--- config.mk ---
export PLATFORM = sky130hd
export DESIGN_NAME = lbus_strobe_gen
export DESIGN_NICKNAME = d
export VERILOG_FILES = /design/src/rtl/lbsg_pkg.sv /design/src/rtl/lbsg_decode.sv /design/src/rtl/lbsg_timer.sv /design/src/rtl/lbus_strobe_gen.sv
export SDC_FILE = /design/constraint.sdc
export NUM_CORES = 1
export LEC_CHECK = 0
export BUFFER_PORTS_ARGS = -buffer_cell sky130_fd_sc_hd__buf_2
export CORE_MARGIN = 2
export CORE_UTILIZATION = 32
export DETAILED_ROUTE_END_ITERATION = 10
export PLACE_DENSITY_LB_ADDON = 0.05
export SLEW_MARGIN = 40
export SYNTH_ARGS = -nofsm -noshare
export SYNTH_HDL_FRONTEND = slang
export SYNTH_SLANG_ARGS = --single-unit
--- constraint.sdc ---
create_clock -name clk -period 2.1 [get_ports clk]
set_clock_uncertainty 0.15 [all_clocks]
set_input_delay 0.21 -clock clk [delete_from_list [all_inputs] [get_ports clk]]
set_output_delay 0.21 -clock clk [all_outputs]
set_load 0.005 [all_outputs]
--- src/rtl/lbsg_pkg.sv ---
package lbsg_pkg;
  typedef enum logic [1:0] {
    RG_NONE  = 2'd0,
    RG_PER   = 2'd1,
    RG_LATCH = 2'd2,
    RG_INBUF = 2'd3
  } region_t;

  localparam int unsigned NUM_CS = 3;
endpackage

--- src/rtl/lbsg_decode.sv ---
module lbsg_decode
  import lbsg_pkg::*;
#(
  parameter int unsigned ADDR_W     = 16,
  parameter int unsigned PAGE_W     = 4,
  parameter logic [PAGE_W-1:0] PER_PAGE   = '0,
  parameter logic [ADDR_W-1:0] LATCH_ADDR = 16'h8000,
  parameter logic [ADDR_W-1:0] INBUF_ADDR = 16'h8001
) (
  input  logic [ADDR_W-1:0] addr,
  output region_t           region
);
  localparam int unsigned PAGE_LSB = ADDR_W - PAGE_W;

  always_comb begin
    if (addr[ADDR_W-1:PAGE_LSB] == PER_PAGE)
      region = RG_PER;
    else if (addr == LATCH_ADDR)
      region = RG_LATCH;
    else if (addr == INBUF_ADDR)
      region = RG_INBUF;
    else
      region = RG_NONE;
  end
endmodule

--- src/rtl/lbsg_timer.sv ---
module lbsg_timer #(
  parameter int unsigned CNT_W = 4
) (
  input  logic             clk,
  input  logic             rst,
  input  logic             load,
  input  logic [CNT_W-1:0] load_val,
  output logic             expired
);
  logic [CNT_W-1:0] cnt;

  always_ff @(posedge clk) begin
    if (rst)
      cnt <= '0;
    else if (load)
      cnt <= load_val;
    else if (cnt != '0)
      cnt <= cnt - 1'b1;
  end

  assign expired = (cnt == '0);
endmodule

--- src/rtl/lbus_strobe_gen.sv ---
module lbus_strobe_gen
  import lbsg_pkg::*;
#(
  parameter int unsigned ADDR_W     = 16,
  parameter int unsigned CNT_W      = 4,
  parameter int unsigned PAGE_W     = 4,
  parameter logic [PAGE_W-1:0] PER_PAGE   = '0,
  parameter logic [ADDR_W-1:0] LATCH_ADDR = 16'h8000,
  parameter logic [ADDR_W-1:0] INBUF_ADDR = 16'h8001
) (
  input  logic              clk,
  input  logic              rst,
  input  logic              ads_n,
  input  logic              blast_n,
  input  logic              wr_rd,
  input  logic [ADDR_W-1:0] addr,
  input  logic [CNT_W-1:0]  hold_cycles,
  output logic              per_cs_n,
  output logic              latch_cs_n,
  output logic              inbuf_cs_n,
  output logic              rd_n,
  output logic              wr_n,
  output logic              ready
);
  region_t             region;
  logic [NUM_CS-1:0]   cs_dec_n;
  logic [NUM_CS-1:0]   cs_q;
  logic                rd_q, wr_q, ready_q;
  logic                active, last_seen, expired;
  logic                start;
  logic [CNT_W-1:0]    load_val;
  logic                mapped;

  lbsg_decode #(
    .ADDR_W(ADDR_W), .PAGE_W(PAGE_W), .PER_PAGE(PER_PAGE),
    .LATCH_ADDR(LATCH_ADDR), .INBUF_ADDR(INBUF_ADDR)
  ) u_decode (
    .addr   (addr),
    .region (region)
  );

  // One select line per region; index i serves region code i+1.
  for (genvar gi = 0; gi < NUM_CS; gi++) begin : g_cs
    assign cs_dec_n[gi] = (region != region_t'(gi + 1));
  end

  assign mapped   = (region != RG_NONE);
  assign start    = !active && !ads_n;
  // Counter runs from N-1 down to zero, giving N cycles of strobe.
  assign load_val = (hold_cycles == '0) ? '0 : hold_cycles - 1'b1;

  lbsg_timer #(.CNT_W(CNT_W)) u_timer (
    .clk      (clk),
    .rst      (rst),
    .load     (start),
    .load_val (load_val),
    .expired  (expired)
  );

  always_ff @(posedge clk) begin
    if (rst) begin
      active    <= 1'b0;
      last_seen <= 1'b0;
      cs_q      <= '1;
      rd_q      <= 1'b1;
      wr_q      <= 1'b1;
      ready_q   <= 1'b0;
    end else begin
      ready_q <= 1'b0;
      if (start) begin
        active    <= 1'b1;
        last_seen <= !blast_n;
        cs_q      <= cs_dec_n;
        rd_q      <= !(mapped && !wr_rd);
        wr_q      <= !(mapped && wr_rd);
      end else if (active) begin
        last_seen <= last_seen || !blast_n;
        if (expired && (last_seen || !blast_n)) begin
          active  <= 1'b0;
          cs_q    <= '1;
          rd_q    <= 1'b1;
          wr_q    <= 1'b1;
          ready_q <= 1'b1;
        end
      end
    end
  end

  assign per_cs_n   = cs_q[0];
  assign latch_cs_n = cs_q[1];
  assign inbuf_cs_n = cs_q[2];
  assign rd_n       = rd_q;
  assign wr_n       = wr_q;
  assign ready      = ready_q;
endmodule

After elaboration in Yosys (flattened, before gate mapping)
Cells that the tools add are included.
{"block": "totals", "regBits": 12, "output_inout_bits": 6, "wordCells": 55, "input_bits": 25}
{"block": "op_classes", "mux": 19, "reduce_logical": 21, "eq_ne": 5, "n_bitwise": 1, "add_sub_neg": 2}
{"operator": "== test 16 bit, second input constant", "n": 2}
{"operator": "logical NOT 4 bit", "n": 3}
{"operator": "2-to-1 mux 4 bit", "n": 3}
{"operator": "2-to-1 mux 1 bit", "n": 10}
{"operator": "2-to-1 mux 3 bit", "n": 3}
{"operator": "nonzero test 2 bit", "n": 4}
{"operator": "subtractor 4 x 1 -> 4 bit, second input constant", "n": 2}
{"operator": "logical NOT 1 bit", "n": 6}
{"operator": "2-to-1 mux 2 bit", "n": 3}
{"operator": "logical AND 1 bit", "n": 4}
{"operator": "!= test 2 bit, second input constant", "n": 2}
{"operator": "nonzero test 4 bit", "n": 1}
{"operator": "OR reduction 3 bit", "n": 1}
{"operator": "!= test 2 x 1 -> 1 bit, second input constant", "n": 1}
{"operator": "AND reduction 2 bit", "n": 1}
{"operator": "logical OR 1 bit", "n": 1}
{"operator": "NOT 1 bit", "n": 1}

Logic depth before layout (Yosys ltp)
{"block": "logic_depth", "depth_word": 8, "depth_mapped": 6, "depth_no_buf": 6}

By module
Synthesis repeated with hierarchy kept, for this count alone.
{"block": "unflattened", "cells_unflattened": 70, "area_unflattened_um2": 655.6}
{"mod": "lbus_strobe_gen", "n_inst": 1, "cells_per_inst": 37, "area_per_inst_um2": 346.6}
{"mod": "lbsg_timer", "n_inst": 1, "cells_per_inst": 24, "area_per_inst_um2": 229.0}
{"mod": "lbsg_decode", "n_inst": 1, "cells_per_inst": 9, "area_per_inst_um2": 80.1}

Worst setup path after synthesis
Ideal clock, no wire load.
{"block": "synth_timing", "kind": "register to register", "startpoint": "register active", "endpoint": "register rd_q (netlist: rd_n)", "required_time_ns": 1.828, "path_stages_with_launch": 5, "arrival_ns": 1.396, "path_slack_ns": 0.432, "n_path_buf": 1, "path_cell_list": "dfxtp_1 > or2_1 > clkbuf_2 > or4_4 > o32a_1"}
{"block": "synth_between", "elab_chain_len": 4, "word_cells_on_any_way": 6, "classes_between": "mux: 1; reduce/logical: 5"}
{"element": "start, declared", "line_no": "lbus_strobe_gen.sv:29", "text": "logic active, last_seen, expired;"}
{"element": "start signal, assigned", "line_no": "lbus_strobe_gen.sv:62", "text": "active <= 1'b0;"}
{"element": "start signal, assigned", "line_no": "lbus_strobe_gen.sv:71", "text": "active <= 1'b1;"}
{"element": "start signal, assigned", "line_no": "lbus_strobe_gen.sv:79", "text": "active <= 1'b0;"}
{"element": "logical NOT 1 bit", "line_no": "lbus_strobe_gen.sv:48", "text": "assign start = !active && !ads_n;"}
{"element": "logical AND 1 bit", "line_no": "lbus_strobe_gen.sv:48"}
{"element": "nonzero test 2 bit (no line)"}
{"element": "AND reduction 2 bit (no line)"}
{"element": "end signal, assigned", "line_no": "lbus_strobe_gen.sv:74", "text": "rd_q <= !(mapped && !wr_rd);"}
{"element": "end, declared", "line_no": "lbus_strobe_gen.sv:28", "text": "logic rd_q, wr_q, ready_q;"}
Several ways; a longest one is shown, not always the timed one.
A chain may end at the register's enable or synchronous reset.

Final worst setup path
{"block": "layout_timing", "startpoint": "register active", "endpoint": "register wr_q (netlist: wr_n)"}
{"block": "layout_between", "elab_chain_len": 4, "word_cells_on_any_way": 6, "classes_between": "mux: 1; reduce/logical: 5"}
{"element": "logical NOT 1 bit", "line_no": "lbus_strobe_gen.sv:48"}
{"element": "logical AND 1 bit", "line_no": "lbus_strobe_gen.sv:48"}
{"element": "nonzero test 2 bit (no line)"}
{"element": "AND reduction 2 bit (no line)"}
{"element": "end signal, assigned", "line_no": "lbus_strobe_gen.sv:75", "text": "wr_q <= !(mapped && wr_rd);"}
{"element": "end, declared", "line_no": "lbus_strobe_gen.sv:28"}
Several ways; a longest one is shown, not always the timed one.

==> results.toml <==
[run_status]
status = "finished clean"

[yosys]
synth.yosys.seq_area_share_pct = 40.08
synthMuxAreaShare_pct = 0
syn_avg_cell_area_sq_um = 8.562
netlist_area_sq_um = 599.3
yosys.area_share.simple_pct = 29.65
yosys_most_used_dff = "dfxtp_1"
synthCells = 70
synth_top_family_by_area = "simple AND/OR/NAND/NOR gates"
synth_nets = 97
synthArstFlopShare_pct = 0
synth_edf_count = 0
ys_seq_elements = 12
synth_compound_area_share_pct = 19.21
synthDistinctLibCells = 29
synth_fa_ha_area_share_pct = 4.175
yosys_warnings = 0
synth-xor-area-share_pct = 2.923

[timing]
worst_pin_slew_ps = 443.5
period_minus_slack_ps = 1716
grt_setup_unrepaired = "no"
drv_slew = 0
relSlewSlack_pct = 70.32
timing.setup.tns_ps = 0
max_freq_mhz = 582.9
timing.final.crit_share_pct = 81.70
finalHoldViolCount = 0
final-setup-viol-count = 0

[route]
drc = 0
drtAntennaViolNets = 0
routed_wl_um = 1362
viasPerCell = 4.638
drt_iter0_markers = 5
drt_first_pass_iters = 4
vias = 603
wl_per_cell_um = 10.48

[final_layout]
stdcell_area_sq_um = 835.8
antenna_cells = 0
syn2layout_area_growth_pct = 39.46
layout-drive-gt1-share_pct = 37.14
fin_nets = 133

[grt]
grtUsageTotal_pct = 15.18
grt_pass1_wl_um = 2401
grt_overflow = 0
grt_start_max_net_pins = 11
grt_pass1_vias = 594
antenna_found_initial = 0

[clocking]
cts_setup_buffers = 0
tritoncts = "built"
clock_latency_ps = 260
cts.clk_slew.worst_paths_ps = 80
cts_max_level = 1
root_buffer = "clkbuf_4"
numCtsBuffers = 3
post_cts_resized = 0
clk_path_buf_depth = 2
cts_sinks = 12

[hold_path]
hold_start = "addr[15]"
hp-class = "primary input to flip-flop"
holdPathStages = 3

[worst_setup_path]
reg2regPathDepth = 3
endpoint_kind = "flip-flop"
worstSetupPathType = "flip-flop to flip-flop"
cpPeakStageDelay_ps = 470
r2r_start = "active"
crit_required_ps = 2110
slowest_stage = "or4_4"
cp_cell_sequence = "or2_1 > or4_4 > o32a_1"
critPathMaxFanout = 7
startpoint = "active"
critPathLaunchType = "flip-flop"
crit_arrival_ps = 1720

[placed_design]
gp_congestion = 0.6570
port_buffers = 30
place_area_sq_um = 779.5
place_hpwl_um = 1096

[pwr]
power_density_nw_per_um2 = 782.6
p_leak_nw = 0.3539
max-vdd-ir-drop_v = 0.0003934

[floorplan]
coreArea_sq_um = 1745
start_util_pct = 34.34
die_w_um = 47.28
design.portCount = 31
row_count = 15
dieArea_sq_um = 2235
die_h_um = 47.28

[run]
max_cap_viol_count = 0
-- flip-flops by register name (all words and copies together) (netlist names) --
| signal | flops |
|---|---|
| last_seen | 1 |
| wr_n | 1 |
| u_timer.cnt | 4 |
| cs_q | 3 |
| rd_n | 1 |
| active | 1 |
| ready | 1 |
-- logic make-up after synthesis --
group | Yosys count
adder cells (fa/ha/maj) | 2
AND/OR/NAND/NOR | 32
AO/OA/AOI/OAI | 16
buffers and inverters | 6
flip-flops | 12
XOR/XNOR | 2
-- cell type report --
cell class / instances / area (sq um)
inverters: 4 / 15.01
fillers: 181 / 909.6
repair buffers: 33 / 177.7
clock buffers: 4 / 36.28
multi-input cells: 52 / 335.3
well taps: 25 / 31.28
flip-flops and latches: 12 / 240.2
-- placed cells by master, fill, tap and decap left out, drive strengths merged, types with 3 or more instances in the layout --
cell and count:
a21oi 3, nor4 3, clkbuf 4, dfxtp 12, nor2 10, a211oi 3
nor3 6, inv 4, buf 31
-- stage by stage --
step                worst slack (ps)  hold slack [ps]  util [%]  std cells  power, mW
CTS                            378.0            26.83     47.89        130     0.6665
detailed placement             369.1            261.2     44.66        124     0.4756
global route                   299.0            30.42     47.89        130     0.7036
global placement               389.0            259.4     44.66        124     0.4755
finish                         384.3            35.15     47.89        130     0.6541
floorplan                      431.8            150.3         -         70     0.4077
-- timing repair --
item                                    4_1_cts  5_1_grt
endpoints found under the setup margin        0        0
hold buffers                                  2        0
endpoints found under the hold margin         2        0
-- metal layers --
metal / global-route usage [%] / routed length (um) / vias to the layer above
li1: - / - / 331
met1: 19.31 / 694 / 256
met2: 23.78 / 593 / 14
met3: 6.154 / 58 / 2
met4: 3.889 / 14 / 0
met5: 0 / 0 / -
-- cells in the mapped netlist, drive strengths merged (2+ instances only) --
cell	count	area, sq um
o32a	2	20.02
nor3b	2	15.01
inv	4	15.01
a2bb2oi	2	17.52
xnor2	2	17.52
nand2	2	7.510
nor4	3	18.77
a21oi	3	15.01
ha	2	25.02
a211oi	3	22.52
nor2	10	37.54
dfxtp	12	240.2
nor3	6	30.03
a31oi	2	12.51
clkbuf	2	8.750
-- critical path, delay by kind of cell (launching register included) --
family / cells / cell delay, ps
and+or+nand+nor: 2 / 790
AOI/OAI and AO/OA: 1 / 330
DFF: 1 / 340
-- final timing paths --
check | to | slack (ps)
worst max-delay path | wr_n | 380
worst min-delay path | cs_q[0] | 40
worst max register to register | wr_n | 380
worst min register to register | rd_n | 320
-- report_power, final --
part	switching, mW	internal, mW	total (mW)
logic	0.0981	0.105	0.203
registers	0.0179	0.252	0.270
clock network	0.0765	0.105	0.182
total	0.192	0.462	0.654
Note: power is estimated with default switching activity, not from simulation.
